`src/rtl/prio_irq_pkg.sv`:
```
package prio_irq_pkg;

    localparam int unsigned PIC_LVLS  = 8;
    localparam int unsigned PIC_IDX_W = $clog2(PIC_LVLS);

    typedef logic [PIC_LVLS-1:0]  lvl_vec_t;
    typedef logic [PIC_IDX_W-1:0] lvl_idx_t;

    // Registered state of the arbitration and dispatch path.
    typedef struct packed {
        lvl_vec_t act;   // levels in service
        logic     gie;   // global enable
        logic     cvld;  // candidate stage valid
        lvl_idx_t clvl;  // candidate level
        logic     ack;   // acknowledge pulse
        lvl_idx_t alvl;  // acknowledged level
    } disp_st_t;

    function automatic lvl_vec_t lvl_onehot(input lvl_idx_t idx);
        return lvl_vec_t'(1) << idx;
    endfunction

endpackage

```
`src/rtl/prio_irq_enc.sv`:
```
module prio_irq_enc #(
    parameter int unsigned N = 8,
    parameter int unsigned W = $clog2(N)
) (
    input  logic [N-1:0] vec_i,
    output logic         any_o,
    output logic [W-1:0] idx_o
);
    // Highest-numbered set bit wins: later iterations override earlier ones.
    always_comb begin
        any_o = 1'b0;
        idx_o = '0;
        for (int i = 0; i < N; i++) begin
            if (vec_i[i]) begin
                any_o = 1'b1;
                idx_o = W'(i);
            end
        end
    end
endmodule

```
`src/rtl/prio_irq_pend.sv`:
```
module prio_irq_pend
    import prio_irq_pkg::*;
(
    input  logic     clk,
    input  logic     rst_n,
    input  lvl_vec_t req_i,
    input  logic     io_i,
    input  lvl_vec_t clr_i,
    output lvl_vec_t pend_o
);
    lvl_vec_t pend_d, pend_q;

    // Per level: the return clear applies first, then a sampled request ORs in.
    // A request on an already set bit merges into it and is lost.
    for (genvar g = 0; g < PIC_LVLS; g++) begin : g_bit
        always_comb begin
            pend_d[g] = (pend_q[g] & ~clr_i[g]) | (req_i[g] & ~io_i);
        end
    end

    always_ff @(posedge clk or negedge rst_n) begin
        if (!rst_n) pend_q <= '0;
        else        pend_q <= pend_d;
    end

    assign pend_o = pend_q;

    // an I/O cycle never adds a new pending bit
    p_io_no_sample_r3: assert property (@(posedge clk) disable iff (!rst_n)
        io_i |=> ((pend_q & ~$past(pend_q)) == '0));

endmodule

```
`src/rtl/prio_irq_ctrl.sv`:
```
module prio_irq_ctrl
    import prio_irq_pkg::*;
#(
    parameter int unsigned          VEC_W      = 8,
    parameter logic [VEC_W-1:0]     VEC_BASE   = 8'h40,
    parameter logic [VEC_W-1:0]     VEC_STRIDE = 8'h04
) (
    input  logic                 clk,
    input  logic                 rst_n,
    input  logic [PIC_LVLS-1:0]  irq_req_i,
    input  logic                 sw_irq_stb_i,
    input  logic [PIC_IDX_W-1:0] sw_irq_lvl_i,
    input  logic                 io_cycle_i,
    input  logic                 rti_i,
    input  logic                 ie_set_i,
    input  logic                 ie_clr_i,
    output logic                 ack_valid_o,
    output logic [PIC_IDX_W-1:0] ack_lvl_o,
    output logic [VEC_W-1:0]     ack_vec_o,
    output logic [PIC_LVLS-1:0]  pend_o,
    output logic [PIC_LVLS-1:0]  act_o,
    output logic                 irq_en_o
);
    disp_st_t st_d, st_q;
    lvl_vec_t pend_q, req_vec, clr_vec, wait_vec;
    logic     hi_any, win_any, fire;
    lvl_idx_t hi_idx, win_idx;

    // Hardware lines and the software strobe merge into one request vector.
    always_comb begin
        req_vec = irq_req_i;
        if (sw_irq_stb_i) req_vec = req_vec | lvl_onehot(sw_irq_lvl_i);
    end

    // Highest level in service, and highest pending level not yet in service.
    assign wait_vec = pend_q & ~st_q.act;

    prio_irq_enc #(.N(PIC_LVLS), .W(PIC_IDX_W)) u_enc_act (
        .vec_i (st_q.act),
        .any_o (hi_any),
        .idx_o (hi_idx)
    );

    prio_irq_enc #(.N(PIC_LVLS), .W(PIC_IDX_W)) u_enc_win (
        .vec_i (wait_vec),
        .any_o (win_any),
        .idx_o (win_idx)
    );

    // Return retires the innermost nested level.
    assign clr_vec = (rti_i && hi_any) ? lvl_onehot(hi_idx) : '0;

    prio_irq_pend u_pend (
        .clk    (clk),
        .rst_n  (rst_n),
        .req_i  (req_vec),
        .io_i   (io_cycle_i),
        .clr_i  (clr_vec),
        .pend_o (pend_q)
    );

    always_comb begin
        st_d = st_q;

        // Dispatch stage: re-qualify the registered candidate against current state.
        fire = st_q.cvld && st_q.gie && pend_q[st_q.clvl] && !st_q.act[st_q.clvl]
            && (!hi_any || (st_q.clvl > hi_idx));

        st_d.act = st_q.act & ~clr_vec;
        if (fire) st_d.act = st_d.act | lvl_onehot(st_q.clvl);

        st_d.ack = fire;
        if (fire) st_d.alvl = st_q.clvl;

        // Candidate stage: one candidate in flight at a time.
        st_d.cvld = !st_q.cvld && st_q.gie && win_any && (!hi_any || (win_idx > hi_idx));
        st_d.clvl = win_idx;

        // Enable flag: clear has precedence.
        if (ie_clr_i)      st_d.gie = 1'b0;
        else if (ie_set_i) st_d.gie = 1'b1;
    end

    always_ff @(posedge clk or negedge rst_n) begin
        if (!rst_n) st_q <= '0;
        else        st_q <= st_d;
    end

    assign ack_valid_o = st_q.ack;
    assign ack_lvl_o   = st_q.alvl;
    assign ack_vec_o   = VEC_BASE + VEC_STRIDE * VEC_W'(st_q.alvl);
    assign pend_o      = pend_q;
    assign act_o       = st_q.act;
    assign irq_en_o    = st_q.gie;

    // no acknowledge unless the flag was set before the dispatching edge
    p_ack_needs_en_r6: assert property (@(posedge clk) disable iff (!rst_n)
        st_q.ack |-> $past(st_q.gie));

    // acknowledged level is marked active with the pulse
    p_ack_marks_active_r7: assert property (@(posedge clk) disable iff (!rst_n)
        st_q.ack |-> st_q.act[st_q.alvl]);

    // acknowledge is a single-cycle pulse
    p_ack_pulse_r7: assert property (@(posedge clk) disable iff (!rst_n)
        st_q.ack |=> !st_q.ack);

    // the acknowledged level is the highest one in service
    p_nest_strict_r5: assert property (@(posedge clk) disable iff (!rst_n)
        st_q.ack |-> ((st_q.act >> st_q.alvl) == lvl_vec_t'(1)));

    // every active level still has its pending bit
    p_active_in_pend_r8: assert property (@(posedge clk) disable iff (!rst_n)
        (st_q.act & ~pend_q) == '0);

    // a return removes the innermost active level
    p_rti_retires_r8: assert property (@(posedge clk) disable iff (!rst_n)
        (rti_i && hi_any) |=> !st_q.act[$past(hi_idx)]);

endmodule

```
`config.mk`:
```
export PLATFORM = sky130hd
export DESIGN_NAME = prio_irq_ctrl
export DESIGN_NICKNAME = d
export VERILOG_FILES = /design/src/rtl/prio_irq_pkg.sv /design/src/rtl/prio_irq_enc.sv /design/src/rtl/prio_irq_pend.sv /design/src/rtl/prio_irq_ctrl.sv
export SDC_FILE = /design/constraint.sdc
export NUM_CORES = 1
export LEC_CHECK = 0
export BUFFER_PORTS_ARGS = -buffer_cell sky130_fd_sc_hd__buf_2
export CAP_MARGIN = 30
export CORE_MARGIN = 4
export CORE_UTILIZATION = 52
export CTS_CLUSTER_SIZE = 20
export DETAILED_ROUTE_END_ITERATION = 6
export PLACE_DENSITY = 0.8
export SYNTH_ARGS = -nofsm -noshare
export SYNTH_HDL_FRONTEND = slang
export SYNTH_SLANG_ARGS = --single-unit
export TNS_END_PERCENT = 50
```
`constraint.sdc`:
```
create_clock -name clk -period 3.1 [get_ports clk]
set_input_delay 0 -clock clk [delete_from_list [all_inputs] [get_ports clk]]
set_output_delay 0 -clock clk [all_outputs]
set_load 0.02 [all_outputs]
```
# == After elaboration in Yosys (flattened, before gate mapping) ==
# Index checks and enable logic that the tools add are counted.
# W data, S select, Z words.
# totals
register_bits,25
in_bits,18
output_inout_bits,29
elab_cells,106
# op_classes
n_addsub,1
order_cmp,3
shift,3
muxes,39
bitwise,39
reduce_logical,14
# ops
operator,count
$mux W3,8
$mux W8,3
$shl A1 B3 Y8 const A,3
$mux W1,22
$and A1 B1 Y1,16
$and A8 B8 Y8,2
$not A8 Y8,2
$or A8 B8 Y8,2
$not A1 Y1,9
$add A7 B5 Y8 const A,1
$logic_and A1 B1 Y1,8
$mux W2,4
$or A1 B1 Y1,8
$bmux W1 S3,2
$gt A3 B3 Y1,2
$lt A3 B4 Y1 const B,1
$logic_not A1 Y1,3
$logic_or A1 B1 Y1,2
$reduce_bool A2 Y1,1

# == Longest topological paths before layout ==
# logic_depth
ltp_word,14
ltp_mapped,11
ltp_nobuf,10

# == By module ==
# A second synthesis with hierarchy kept.
# unflattened
cells_unflattened,183
area_unflattened_um2,1646.6
# by_module_without_submodules
mod,n_inst,cells_per_inst,area_each_um2,seq_area_each_um2
prio_irq_ctrl,1,126,1159.9,425.4
prio_irq_pend,1,33,371.6,200.2
prio_irq_enc,2,12,57.6,0.0

# == Worst setup path before layout ==
# No wires, ideal clock.
# synth_path
path_kind,reg2reg
from,register st_q (netlist bit act_o[2])
to,register st_q (netlist bit ack_lvl_o[1])
setup_ns,0.125
arrival_time_ns,2.353
required_time_ns,2.975
slack_ns,0.622
stages_incl_launch_ff,12
n_path_buf,1
period_less_slack_ns,2.478
path_cell_list,dfrtp_1 > nand2b_1 > a21oi_1 > o21ba_2 > or2_2 > ha_1 > nor2_1 > o2111ai_1 > o2111ai_1 > o2111ai_2 > buf_6 > mux2_4
# synth_via
elab_chain_len,9
word_cells_on_any_way,20
classes_between,1 x order compare; 14 x mux; 5 x reduce/logical
# synth_rtl
item,line,rtl
from (decl),prio_irq_ctrl.sv:24,"disp_st_t st_d, st_q;"
from (signal assigned),prio_irq_ctrl.sv:86,else st_q <= st_d;
$mux W2 or $mux W1 (tied branches) (2 in series),prio_irq_enc.sv:14,if (vec_i[i]) begin
$mux W3 or $mux W1 (tied branches) (4 in series),prio_irq_enc.sv:14,
$gt A3 B3 Y1 or $logic_not A1 Y1 (tied branches),prio_irq_ctrl.sv:67,&& (!hi_any || (st_q.clvl > hi_idx));
$logic_or A1 B1 Y1,prio_irq_ctrl.sv:67,
$logic_and A1 B1 Y1 (*),prio_irq_ctrl.sv:67,
# Mark *: on every way between the ends. The rest lies on a longest branch, timed or not. The select of a mux whose other input is x is not followed.
# A chain may end at the register's enable or synchronous reset.

# == Final worst setup path ==
# layout_path
from,register st_q (netlist bit act_o[2])
to,register st_q (netlist bit ack_lvl_o[2])
# The elaborated chain is that of the path after synthesis.

==> reports/results.txt <==
Status: finished clean
Slew Limit Fails: 0
Antenna diodes: 0
Core area: 3050 µm²
RSZ-0062 raised after global routing: false
Crit-path max FO: 9
Max Clock Freq: 0.360 GHz
Max-Cap Viols: 0
Arr. time, crit path: 2.99 ns
Final cell count without fillers: 264
Via Count: 1,453
Initial drt markers: 64
Min Tclk post-route: 2.78 ns
First-pass GRT wire length: 6490 µm
# setup viols final: 0
Vias per Instance: 5.50
Worst setup EP type: flip-flop
Netlist area before placement: 1650 µm²
Largest net degree at the start of global routing: 26
Worst skew pair latency: 0.31 ns
Clock Path Buffers: 2
Main flop type after synthesis: dfrtp_1
WP data required: 3.32 ns
Final period util: 89.6%
Post-synth top cells: dfrtp_1, buf_4, nand2_1
Critical path type: reg2reg
Post-synthesis sequential area ratio: 37.9%
HPWL after DPL: 2950 µm
Row cnt: 20
Worst rel slew slack: 63.3%
Top-area cell type share of the netlist area: 37.9%
Vias in the first global route: 1,409
Async set-reset flop share out of synthesis: 100%
Die ar.: 4140 µm²
Gpl congestion: 0.907
CTS resizes: 0
GRT Overall Usage: 19.9%
Place WS: 0.346 ns
Starting Density: 54.1%
Final WS setup: 0.321 ns
Synth Warn #: 0
Gr ovfl total: 0
Die Y: 64.4 µm
HP Class: in2reg
# IOs: 47
Layout cells sized above 1: 26.4%
Nets: 243
Setup TNS: 0 ns
Clk slew on worst S/H paths: 0.13 ns
Cell with the most instances after synthesis: dfrtp_1
Post-DRT Antenna Nets: 0
Syn_area_per_cell: 9.18 µm²
Static Leak: 0.884 nW
Initial antenna violation count: 0
PD cells: 765 nW/µm²
Port bufs: 41
Post-Synthesis Cells: 180
Fin. Hold Viols: 0
Worst hold slack: 0.0256 ns
Number of synthesized flops with an enable pin: 0
# H-tree levels: 1
Routed len/inst: 14.9 µm
Worst setup SP type: flip-flop
Tightest Pin Transition: 0.551 ns
# DRC: 0
Layout Cell Area excl Fill: 1920 µm²
Synth top area cells: dfrtp_1, buf_4, nand2_1
Placed Instance Area: 1770 µm²
Yosys top cell by area: dfrtp_1
CTS tree: done
Clock skew: 0.00176 ns
Root Buffer: clkbuf_4
Worst VDD drop: 0.379 mV
Clk sink count: 25
Die W: 64.4 µm
Yosys cell types: 44
Cts bufs inserted: 3
Placed Cells: 247
Yosys reg bits: 25
Drt total wl: 3930 µm
DR pass1 iterations: 4
Layout area overhead: 16.4%
-- timing repair --
item                                   CTS  global route
setup endpoints to repair                0             0
buffers inserted                         0             0
hold buffers                            13             0
endpoints found under the hold margin   35             0
-- per-stage QoR --
| step | power [W] | utilization, % |
|---|---|---|
| 6_report | 0.00147 | 63.0 |
| 5_1_grt | 0.00159 | 63.0 |
| 2_1_floorplan | 0.00115 | - |
| 3_3_place_gp | 0.00129 | 57.9 |
| 4_1_cts | 0.00146 | 63.0 |
| 3_5_place_dp | 0.00130 | 57.9 |
-- worst paths after layout --
path | start | to | slack [ns] | cells past startpoint
hold / removal | sw_irq_lvl_i[0] | u_pend.pend_o[5]$_DFF_PN0_ | 0.03 | 3
min in group asynchronous | rst_n | ack_valid_o$_DFF_PN0_ | 0.19 | 2
setup / recovery | act_o[2]$_DFF_PN0_ | ack_lvl_o[2]$_DFFE_PN0P_ | 0.32 | 10
setup reg to reg | act_o[2]$_DFF_PN0_ | ack_lvl_o[2]$_DFFE_PN0P_ | 0.32 | 10
hold reg to reg | ack_lvl_o[0]$_DFFE_PN0P_ | ack_lvl_o[0]$_DFFE_PN0P_ | 0.54 | 1
max in group asynchronous | rst_n | st_q[5]$_DFF_PN0_ | 2.55 | 2
-- metal layers --
layer  GRT usage [%]  vias to the layer above  share of wire [%]  routed length (µm)
li1                -                      700                  -                   -
met5               0                        -                  0                   0
met2            32.2                       62                 48                1870
met4            8.18                        0                2.3                  89
met3            3.16                       11                7.2                 282
met1            26.4                      680                 43                1690
-- critical path, cell delays in order, from the launching register on --
cell	delay, ns
dfrtp_1	0.48
nand2b_1	0.14
a21oi_1	0.09
o21ba_2	0.23
or2_2	0.29
ha_1	0.30
nor2_1	0.05
o2111ai_1	0.11
o2111ai_1	0.16
o2111ai_2	0.44
mux2_2	0.39
-- cell type report --
class,count,area (µm²)
Inverter,10,37.5
Multi-Input combinational cell,124,821
Timing Repair Buffer,57,358
Sequential cell,25,626
Clock buffer,4,26.3
Fill cell,277,1130
Tap cell,44,55.1
-- power by group --
group / leakage, nW / switching (W) / total (W) / internal (W)
Clock: 0.0150 / 0.0000951 / 0.000145 / 0.0000503
Sequential: 0.279 / 0.0000980 / 0.000503 / 0.000405
Combinational: 0.591 / 0.000484 / 0.000822 / 0.000339
Total: 0.884 / 0.000677 / 0.00147 / 0.000794
-- sequential cells by signal, summed over array words and instances, names as in the netlist --
signal / cells
st_q: 4
u_pend.pend_o: 8
ack_lvl_o: 3
ack_valid_o: 1
act_o: 8
irq_en_o: 1
-- cell families after synthesis --
group	after synthesis	synth area share, %
other	2	0.455
DFF	25	37.9
muxes	9	7.58
and+or+nand+nor	56	17.0
adders and majority gates	4	3.03
buffers and inverters	34	13.1
AOI/OAI and AO/OA	50	20.9
-- placed cells by master, fill, tap and decap left out, drive strengths merged, types with 6 or more instances in the layout --
cell,count
buf,44
dfrtp,25
nand2,17
dlygate4sd3,13
o21ai,12
nor2,10
inv,10
nor2b,9
nand2b,7
a21oi,6
Power figures use the tool's default switching activity.
